## src/rtl/mimm_pkg.sv

```systemverilog
package mimm_pkg;

    // Which form produced the registered result.
    typedef enum logic [1:0] {
        FORM_NONE  = 2'd0,
        FORM_SPLAT = 2'd1,
        FORM_ROT   = 2'd2
    } mimm_form_e;

    // Replication selector values placed above the payload byte.
    localparam logic [1:0] SEL_ALONE = 2'd0;
    localparam logic [1:0] SEL_EVEN  = 2'd1;
    localparam logic [1:0] SEL_ODD   = 2'd2;
    localparam logic [1:0] SEL_ALL   = 2'd3;

endpackage

```

## src/rtl/mimm_lzc.sv

```systemverilog
module mimm_lzc #(
    parameter int WORD_W = 32,
    localparam int LZ_W  = $clog2(WORD_W + 1)
) (
    input  logic [WORD_W-1:0] value,
    output logic [LZ_W-1:0]   lz
);

    // Scan from the least significant bit upward; the last hit is the MSB.
    always_comb begin
        lz = LZ_W'(WORD_W);
        for (int i = 0; i < WORD_W; i++) begin
            if (value[i]) begin
                lz = LZ_W'(WORD_W - 1 - i);
            end
        end
    end

endmodule

```

## src/rtl/mimm_splat.sv

```systemverilog
module mimm_splat
    import mimm_pkg::*;
#(
    parameter int BYTE_W   = 8,
    localparam int WORD_W  = 4 * BYTE_W,
    localparam int LANES   = 4
) (
    input  logic [WORD_W-1:0] value,
    output logic              hit,
    output logic [1:0]        sel,
    output logic [BYTE_W-1:0] payload
);

    logic [BYTE_W-1:0] lane [LANES];
    logic              low_zero;
    logic [WORD_W-1:0] aligned;
    logic [BYTE_W-1:0] pb;
    logic [WORD_W-1:0] pair_pat;
    logic              all_same;
    logic              upper_zero;

    for (genvar g = 0; g < LANES; g++) begin : g_lane
        assign lane[g] = value[g*BYTE_W +: BYTE_W];
    end

    always_comb begin
        upper_zero = (value[WORD_W-1:BYTE_W] == '0);
        low_zero   = (lane[0] == '0);
        aligned    = low_zero ? (value >> BYTE_W) : value;
        pb         = aligned[BYTE_W-1:0];
        pair_pat   = {{BYTE_W{1'b0}}, pb, {BYTE_W{1'b0}}, pb};
        all_same   = 1'b1;
        for (int k = 1; k < LANES; k++) begin
            if (lane[k] != lane[0]) begin
                all_same = 1'b0;
            end
        end

        hit     = 1'b0;
        sel     = SEL_ALONE;
        payload = pb;
        if (upper_zero) begin
            hit     = 1'b1;
            sel     = SEL_ALONE;
            payload = lane[0];
        end else if (aligned == pair_pat) begin
            hit = 1'b1;
            sel = low_zero ? SEL_ODD : SEL_EVEN;
        end else if (all_same) begin
            hit = 1'b1;
            sel = SEL_ALL;
        end
    end

endmodule

```

## src/rtl/mimm_rotate.sv

```systemverilog
module mimm_rotate #(
    parameter int BYTE_W    = 8,
    localparam int WORD_W   = 4 * BYTE_W,
    localparam int LZ_W     = $clog2(WORD_W + 1),
    localparam int FIELD_W  = $clog2(WORD_W)
) (
    input  logic [WORD_W-1:0]  value,
    output logic               hit,
    output logic [FIELD_W-1:0] field,
    output logic [BYTE_W-2:0]  payload
);

    logic [LZ_W-1:0]   lz;
    logic [WORD_W-1:0] below_window;
    logic [WORD_W-1:0] past_lead;

    mimm_lzc #(.WORD_W(WORD_W)) lzc_i (
        .value (value),
        .lz    (lz)
    );

    always_comb begin
        // Bits under the window: shift out leading zeros plus the window itself.
        below_window = value << (32'(lz) + BYTE_W);
        // Drop leading zeros and the implied leading one; the next bits are payload.
        past_lead    = value << (32'(lz) + 1);
        hit          = (32'(lz) < WORD_W - BYTE_W) && (below_window == '0);
        field        = FIELD_W'(32'(lz) + BYTE_W);
        payload      = past_lead[WORD_W-1 -: BYTE_W-1];
    end

endmodule

```

## src/rtl/mimm_enc.sv

```systemverilog
module mimm_enc
    import mimm_pkg::*;
#(
    parameter int BYTE_W    = 8,
    localparam int WORD_W   = 4 * BYTE_W,
    localparam int FIELD_W  = $clog2(WORD_W),
    localparam int CODE_W   = BYTE_W - 1 + FIELD_W,
    localparam int SEL_W    = CODE_W - BYTE_W
) (
    input  logic              clk,
    input  logic              rst_n,
    input  logic              in_valid,
    output logic              in_ready,
    input  logic [WORD_W-1:0] in_value,
    output logic              out_valid,
    output logic              out_ok,
    output logic [CODE_W-1:0] out_code
);

    typedef struct packed {
        logic              valid;
        logic              ok;
        logic [CODE_W-1:0] code;
    } enc_state_t;

    enc_state_t st_d, st_q;

    logic               sp_hit;
    logic [1:0]         sp_sel;
    logic [BYTE_W-1:0]  sp_byte;
    logic               rt_hit;
    logic [FIELD_W-1:0] rt_field;
    logic [BYTE_W-2:0]  rt_payload;
    mimm_form_e         form;

    mimm_splat #(.BYTE_W(BYTE_W)) splat_i (
        .value   (in_value),
        .hit     (sp_hit),
        .sel     (sp_sel),
        .payload (sp_byte)
    );

    mimm_rotate #(.BYTE_W(BYTE_W)) rot_i (
        .value   (in_value),
        .hit     (rt_hit),
        .field   (rt_field),
        .payload (rt_payload)
    );

    always_comb begin
        // Replication forms win over the rotated window.
        if (sp_hit) begin
            form = FORM_SPLAT;
        end else if (rt_hit) begin
            form = FORM_ROT;
        end else begin
            form = FORM_NONE;
        end

        st_d       = st_q;
        st_d.valid = in_valid;
        if (in_valid) begin
            unique case (form)
                FORM_SPLAT: begin
                    st_d.ok   = 1'b1;
                    st_d.code = {SEL_W'(sp_sel), sp_byte};
                end
                FORM_ROT: begin
                    st_d.ok   = 1'b1;
                    st_d.code = {rt_field, rt_payload};
                end
                default: begin
                    st_d.ok   = 1'b0;
                    st_d.code = '0;
                end
            endcase
        end
    end

    always_ff @(posedge clk or negedge rst_n) begin
        if (!rst_n) begin
            st_q <= '0;
        end else begin
            st_q <= st_d;
        end
    end

    assign in_ready  = 1'b1;
    assign out_valid = st_q.valid;
    assign out_ok    = st_q.ok;
    assign out_code  = st_q.code;

endmodule

```

## config.mk

```make
export PLATFORM = sky130hd
export DESIGN_NAME = mimm_enc
export DESIGN_NICKNAME = d
export VERILOG_FILES = /design/src/rtl/mimm_pkg.sv /design/src/rtl/mimm_lzc.sv /design/src/rtl/mimm_splat.sv /design/src/rtl/mimm_rotate.sv /design/src/rtl/mimm_enc.sv
export SDC_FILE = /design/constraint.sdc
export NUM_CORES = 1
export LEC_CHECK = 0
export BUFFER_PORTS_ARGS = -buffer_cell sky130_fd_sc_hd__buf_2
export CAP_MARGIN = 5
export CORE_MARGIN = 1.5
export CORE_UTILIZATION = 41
export DETAILED_ROUTE_END_ITERATION = 16
export GPL_ROUTABILITY_DRIVEN = 0
export PLACE_DENSITY = 0.74
export SYNTH_ARGS = -nofsm -noshare
export SYNTH_HDL_FRONTEND = slang
export SYNTH_SLANG_ARGS = --single-unit
export TNS_END_PERCENT = 5
```

## constraint.sdc

```tcl
create_clock -name clk -period 0.82 [get_ports clk]
set_clock_uncertainty 0.05 [all_clocks]
set_input_delay 0.041 -clock clk [delete_from_list [all_inputs] [get_ports clk]]
set_output_delay 0.041 -clock clk [all_outputs]
set_load 0.02 [all_outputs]
```

### Yosys cells after proc, flatten, opt, wreduce, memory -nomap -nowiden

Cells that the tools add are included.

| word-level totals | value |
|---|---|
| logic and storage cells | 65 |
| input port bits | 35 |
| bits in registers | 14 |
| output and inout bits | 15 |

| operators by class | value |
|---|---|
| order comparisons | 1 |
| shifts and indexed selects | 2 |
| reduce and logical (&&, ||, !) cells | 4 |
| add/subtract/negate cells | 2 |
| multiplexer cells | 47 |
| eq/ne operators | 6 |

Operator list:

| kind | number |
|---|---|
| $mux 6 | 32 |
| $shl 32x32->32 | 2 |
| $logic_not 32->1 | 1 |
| $mux 32 | 1 |
| $pmux 13 s2 | 1 |
| $eq 24x16->1 | 1 |
| $logic_not 24->1 | 1 |
| $ne 8x8->1 | 3 |
| $mux 2 | 6 |
| $logic_not 8->1 | 1 |
| $mux 8 | 1 |
| $add 6x1->7 const B | 1 |
| $add 6x4->7 const B | 1 |
| $lt 6x5->1 const B | 1 |
| $mux 1 | 6 |
| $eq 2x1->1 const B | 1 |
| $eq 2x2->1 const B | 1 |
| $logic_and 1x1->1 | 1 |

### Longest topological paths before layout

| logic depth | value |
|---|---|
| depth after elaboration | 40 |
| depth in mapped cells | 17 |

### By module

Synthesis repeated with hierarchy kept, for this count alone.

| second synthesis, totals | value |
|---|---|
| cells, all modules | 472 |
| area total of the unflattened synthesis | 4012.6 um^2 |

By module, submodules not included:

| module | cells each | instances | area an instance (um^2) |
|---|---|---|---|
| mimm_rotate | 248 | 1 | 2290.9 |
| mimm_splat | 87 | 1 | 685.7 |
| mimm_enc | 72 | 1 | 668.1 |
| mimm_lzc | 65 | 1 | 367.9 |

### Worst setup path before layout

OpenSTA, ideal clock, no wires.

| timing | value |
|---|---|
| kind | input port to flip-flop |
| start | input in_value[4] |
| end | register st_q (netlist bit out_code[3]) |
| library setup time | 0.095 ns |
| arrival | 3.288 ns |
| data required time | 0.675 ns |
| setup slack | -2.614 ns |
| buffers on the path | 3 |
| cell stages on the path | 15 |
| cells stage by stage | buf_2 -> inv_1 -> a221o_1 -> a21oi_2 -> o221ai_4 -> inv_1 -> buf_4 -> buf_2 -> ha_1 -> inv_1 -> xnor2_1 -> mux4_2 -> a211oi_1 -> a21oi_1 -> o31ai_1 |

| between the ends | value |
|---|---|
| word-level cells in the longest chain between the ends | 36 |

RTL lines:

| element | RTL line | source |
|---|---|---|
| from (decl) | mimm_enc.sv:14 | `input logic [WORD_W-1:0] in_value,` |
| $mux 6 (28 in series) | mimm_lzc.sv:13 | `if (value[i]) begin` |
| $add 6x4->7 | mimm_rotate.sv:24 | `below_window = value << (32'(lz) + BYTE_W);` |
| $shl 32x32->32 | mimm_rotate.sv:24 |  |
| $logic_not 32->1 | mimm_rotate.sv:27 | `hit = (32'(lz) < WORD_W - BYTE_W) && (below_window == '0);` |
| $logic_and 1x1->1 | mimm_rotate.sv:27 |  |
| $mux 2 | mimm_enc.sv:54 | `end else if (rt_hit) begin` |
| $mux 2 | mimm_enc.sv:52 | `if (sp_hit) begin` |
| $eq 2x2->1 or $eq 2x1->1 (tied branches) | mimm_enc.sv:63 | `unique case (form)` |
| $pmux 13 s2 * | mimm_enc.sv:63 |  |
| to (signal assigned) | mimm_enc.sv:84 | `st_q <= st_d;` |
| to (decl) | mimm_enc.sv:26 | `enc_state_t st_d, st_q;` |

Mark *: on every way between the ends. The rest lies on a longest branch, timed or not.
A chain may end at the register's enable or synchronous reset.

### Final worst setup path

| timing | value |
|---|---|
| start | input in_value[13] |
| end | register st_q (netlist bit out_code[5]) |

| between the ends | value |
|---|---|
| word-level cells in the longest chain between the ends | 27 |

RTL lines:

| element | RTL line |
|---|---|
| $mux 6 (19 in series) | mimm_lzc.sv:13 |
| $add 6x4->7 | mimm_rotate.sv:24 |
| $shl 32x32->32 | mimm_rotate.sv:24 |
| $logic_not 32->1 | mimm_rotate.sv:27 |
| $logic_and 1x1->1 | mimm_rotate.sv:27 |
| $mux 2 | mimm_enc.sv:54 |
| $mux 2 | mimm_enc.sv:52 |
| $eq 2x2->1 or $eq 2x1->1 (tied branches) | mimm_enc.sv:63 |
| $pmux 13 s2 * | mimm_enc.sv:63 |

Marks and branches as above.

==> qor.csv <==
stage,metric,value,unit
run,Max Cap Viol,0,
floorplanning,Die H,96.4,µm
clock_network,clk buf depth,2,
synth,Mapped Area,3580,µm²
final_layout,filler instances,576,
synth,number of synthesized flops with an enable pin,0,
worst_setup_path,Crit path largest cell delay,0.53,ns
power,maximum vdd ir drop,0.528,mV
routing,Routed WL,18600,µm
final_layout,design area,5950,µm²
worst_setup_path,CP bufs+invs,5,
synth,post-synth top area share,12.3,%
outcome,failing checks,negative setup slack,
grt,total track usage,35.3,%
synth,Simple-Gate Fraction of Synth Area,25.7,%
outcome,status,finished with violations,
worst_setup_path,Critical Path Start Type,input port,
place,DP Area,4970,µm²
worst_setup_path,r2r endpoint,out_code[0]$_DFFE_PN0P_,
worst_setup_path,Worst setup EP type,flip-flop,
sta,RSZ-0062 raised after global routing,true,
clock_network,CTS root buffer,clkbuf_8,
floorplanning,num ports,50,
worst_setup_path,CP endpoint,out_code[5]$_DFFE_PN0P_,
clock_network,cts bufs inserted,3,
worst_hold_path,Min-Delay Path Class,in2reg,
final_layout,Final Instance Count excl. Fillers,792,
grt,first-pass GRT wire length,25500,µm
synth,fraction of registers with async set/reset,100,%
synth,multiplexer area fraction after synthesis,17.0,%
worst_setup_path,required time worst endpoint,0.89,ns
grt,largest net degree at the start of global routing,26,
synth,top cell type by total area after synthesis,mux2i_1,
worst_setup_path,flop2flop setup slack,-0.14,ns
synth,"count leader, synth",a21oi_1,
grt,initial antenna violation count,0,
clock_network,CTS H-Tree Depth,1,
power,power per cell area,813,nW/µm²
synth,Mean Syn Cell Area,6.88,µm²
synth,Mapped Cells,520,
sta,Hold Worst Slack,0.0904,ns
worst_setup_path,cell family contributing the most delay on the critical path,compound AO/OA/AOI/OAI gates,
sta,max-slew violation count,0,
routing,TritonRoute pass-1 iters,7,
clock_network,Skew-Pair Late Insertion Delay,0.25,ns
floorplanning,die area,9300,µm²
synth,Cell variety after synth,69,
worst_setup_path,crit path from,in_value[13],
clock_network,CTS tree,done,
worst_setup_path,Worst R2R Path Depth,2,
worst_setup_path,Critical-path top delay cell,mux4_2,
synth,cells taking the most area after synthesis,"mux2i_1 (12%), dfrtp_1 (9.8%), a21oi_1 (8.8%), nor2_1 (5.0%), nor3_1 (4.2%)",
synth,XOR/XNOR Fraction of Synth Area,4.05,%
floorplanning,core region area,8340,µm²
place,Placed Cells,774,
sta,Max Freq,347,MHz
final_layout,layout cells sized above 1,48.8,%
final_layout,ANT cells,0,
synth,Syn. warnings,0,
synth,register area share after synthesis,9.79,%
synth,commonest cells in the netlist,"a21oi_1 (63), nor2_1 (48), mux2i_1 (44)",
sta,period utilization,351,%
routing,post-DR vias/cell,7.10,
place,pre-CTS setup slack,-2.24,ns
routing,Post-route DRC,0,
routing,antenna-violating nets left,0,
routing,wire per inst,23.5,µm
synth,main combinational cell family by area after synthesis,compound AO/OA/AOI/OAI gates,
place,PortBufs,48,
floorplanning,initial core utilization,42.9,%
worst_setup_path,Arrival @ worst endpoint,2.95,ns
sta,crit path time final,2.88,ns
worst_setup_path,Crit. path cell count,13,
synth,most used flip-flop cell after synthesis,dfrtp_1,
routing,via count,5623,
grt,vias in the first global route,5121,
worst_setup_path,Crit Path Category,in2reg,
synth,Synth Area in Compound Gates,32.6,%
sta,Final Hold Fails,0,
grt,gr ovfl total,0,
power,P_leak,0.00251,µW
clock_network,clk sinks,14,
routing,DRT iter0 DRCs,806,
floorplanning,row count,33,
final_layout,# nets final,725,
worst_setup_path,CP cell instances,buf_2 -> inv_1 -> a21oi_1 -> o2111ai_4 -> o221ai_4 -> inv_2 -> buf_12 -> buf_6 -> a21boi_0 -> o21ai_0 -> mux4_2 -> o21ai_4 -> o31ai_4,
clock_network,"Reg clk slew, reported paths",0.06,ns
place,DP HPWL,12000,µm
floorplanning,Die W,96.4,µm
worst_setup_path,Worst R2R Start,out_code[0]$_DFFE_PN0P_,
synth,post-synthesis adder-cell area fraction,0.699,%
sta,final worst slack,-2.06,ns
final_layout,Syn-to-layout area delta,66.2,%
synth,"flops & latches, synth",14,
worst_setup_path,worst-path maximum fanout,8,
synth,Synth Net Count,557,
sta,"Setup violations, final",27,
-- routing by layer --
| layer | vias to the layer above | track usage, % | wire, µm |
|---|---|---|---|
| met5 | - | 0 | 0 |
| met2 | 557 | 59.3 | 8210 |
| met3 | 202 | 6.81 | 2520 |
| met4 | 0 | 15.8 | 1460 |
| li1 | 2306 | - | - |
| met1 | 2558 | 43.4 | 6390 |
-- sequential cells by signal, summed over array words and instances (netlist names) --
register	count
out_valid	1
out_ok	1
out_code	12
-- worst min-delay path by stage --
stage / from / endpoint / slack (ns) / cells past startpoint
detailed placement: rst_n / out_code[8]$_DFFE_PN0P_ / -0.11 / 1
global placement: rst_n / out_code[9]$_DFFE_PN0P_ / -0.11 / 1
CTS: in_valid / out_valid$_DFF_PN0_ / 0.09 / 2
global route: in_valid / out_valid$_DFF_PN0_ / 0.1 / 2
floorplan: rst_n / out_code[0]$_DFFE_PN0P_ / -0.30 / 0
finish: in_valid / out_valid$_DFF_PN0_ / 0.09 / 2
-- cells in the final DEF (no fill, tap or decap), drive strengths merged, types with 13 or more instances in the layout --
master,synthesis,final
buf,28,213
mux2i,44,44
inv,22,22
o21ai,21,21
nand3,20,20
nor3,30,30
nand2,37,37
a211oi,13,13
nor2,49,49
a21oi,64,64
dfrtp,14,14
-- logic make-up (layout without fill, tap and decap cells) --
logic type / after synthesis / in the layout
adder cells (fa/ha/maj): 2 / 2
buffers and inverters: 76 / 243
multiplexers: 54 / 54
AO/OA/AOI/OAI: 175 / 175
other: 1 / 1
flip-flops: 14 / 14
AND/OR/NAND/NOR: 184 / 184
XOR/XNOR: 14 / 14
-- cell type report --
| cell class | instances | area (µm²) | area share (%) |
|---|---|---|---|
| tap | 105 | 131 | 2.21 |
| clock buffer | 4 | 55.1 | 0.925 |
| sequential | 14 | 350 | 5.89 |
| inverter | 24 | 103 | 1.72 |
| multi-input combinational | 430 | 3570 | 60.1 |
| timing repair buffer | 215 | 1740 | 29.2 |
-- per-stage QoR --
stage / power [µW] / util (%) / setup TNS [ns]
floorplan: 2270 / - / -26.72
global placement: 3290 / 59.6 / -27.22
detailed placement: 3370 / 59.6 / -28.00
CTS: 4180 / 63.3 / -24.15
global route: 4980 / 71.3 / -28.01
finish: 4840 / 71.3 / -26.83
-- repair_timing --
action | CTS | global route
resized for setup | 49 | 129
setup buffers | 1 | 13
pin swaps | 16 | 41
endpoints found under the setup margin | 27 | 27
hold buffers | 1 | 0
endpoints found under the hold margin | 14 | 0
gates cloned | 1 | 0
-- where the power goes --
group / switching (µW) / internal [µW] / total, µW / leakage, µW
Sequential: 2.98 / 697 / 700 / 0.000192
Combinational: 1940 / 1540 / 3470 / 0.00229
Clock: 242 / 425 / 667 / 0.0000288
Total: 2180 / 2660 / 4840 / 0.00251
Note: power is estimated with default switching activity, not from simulation.
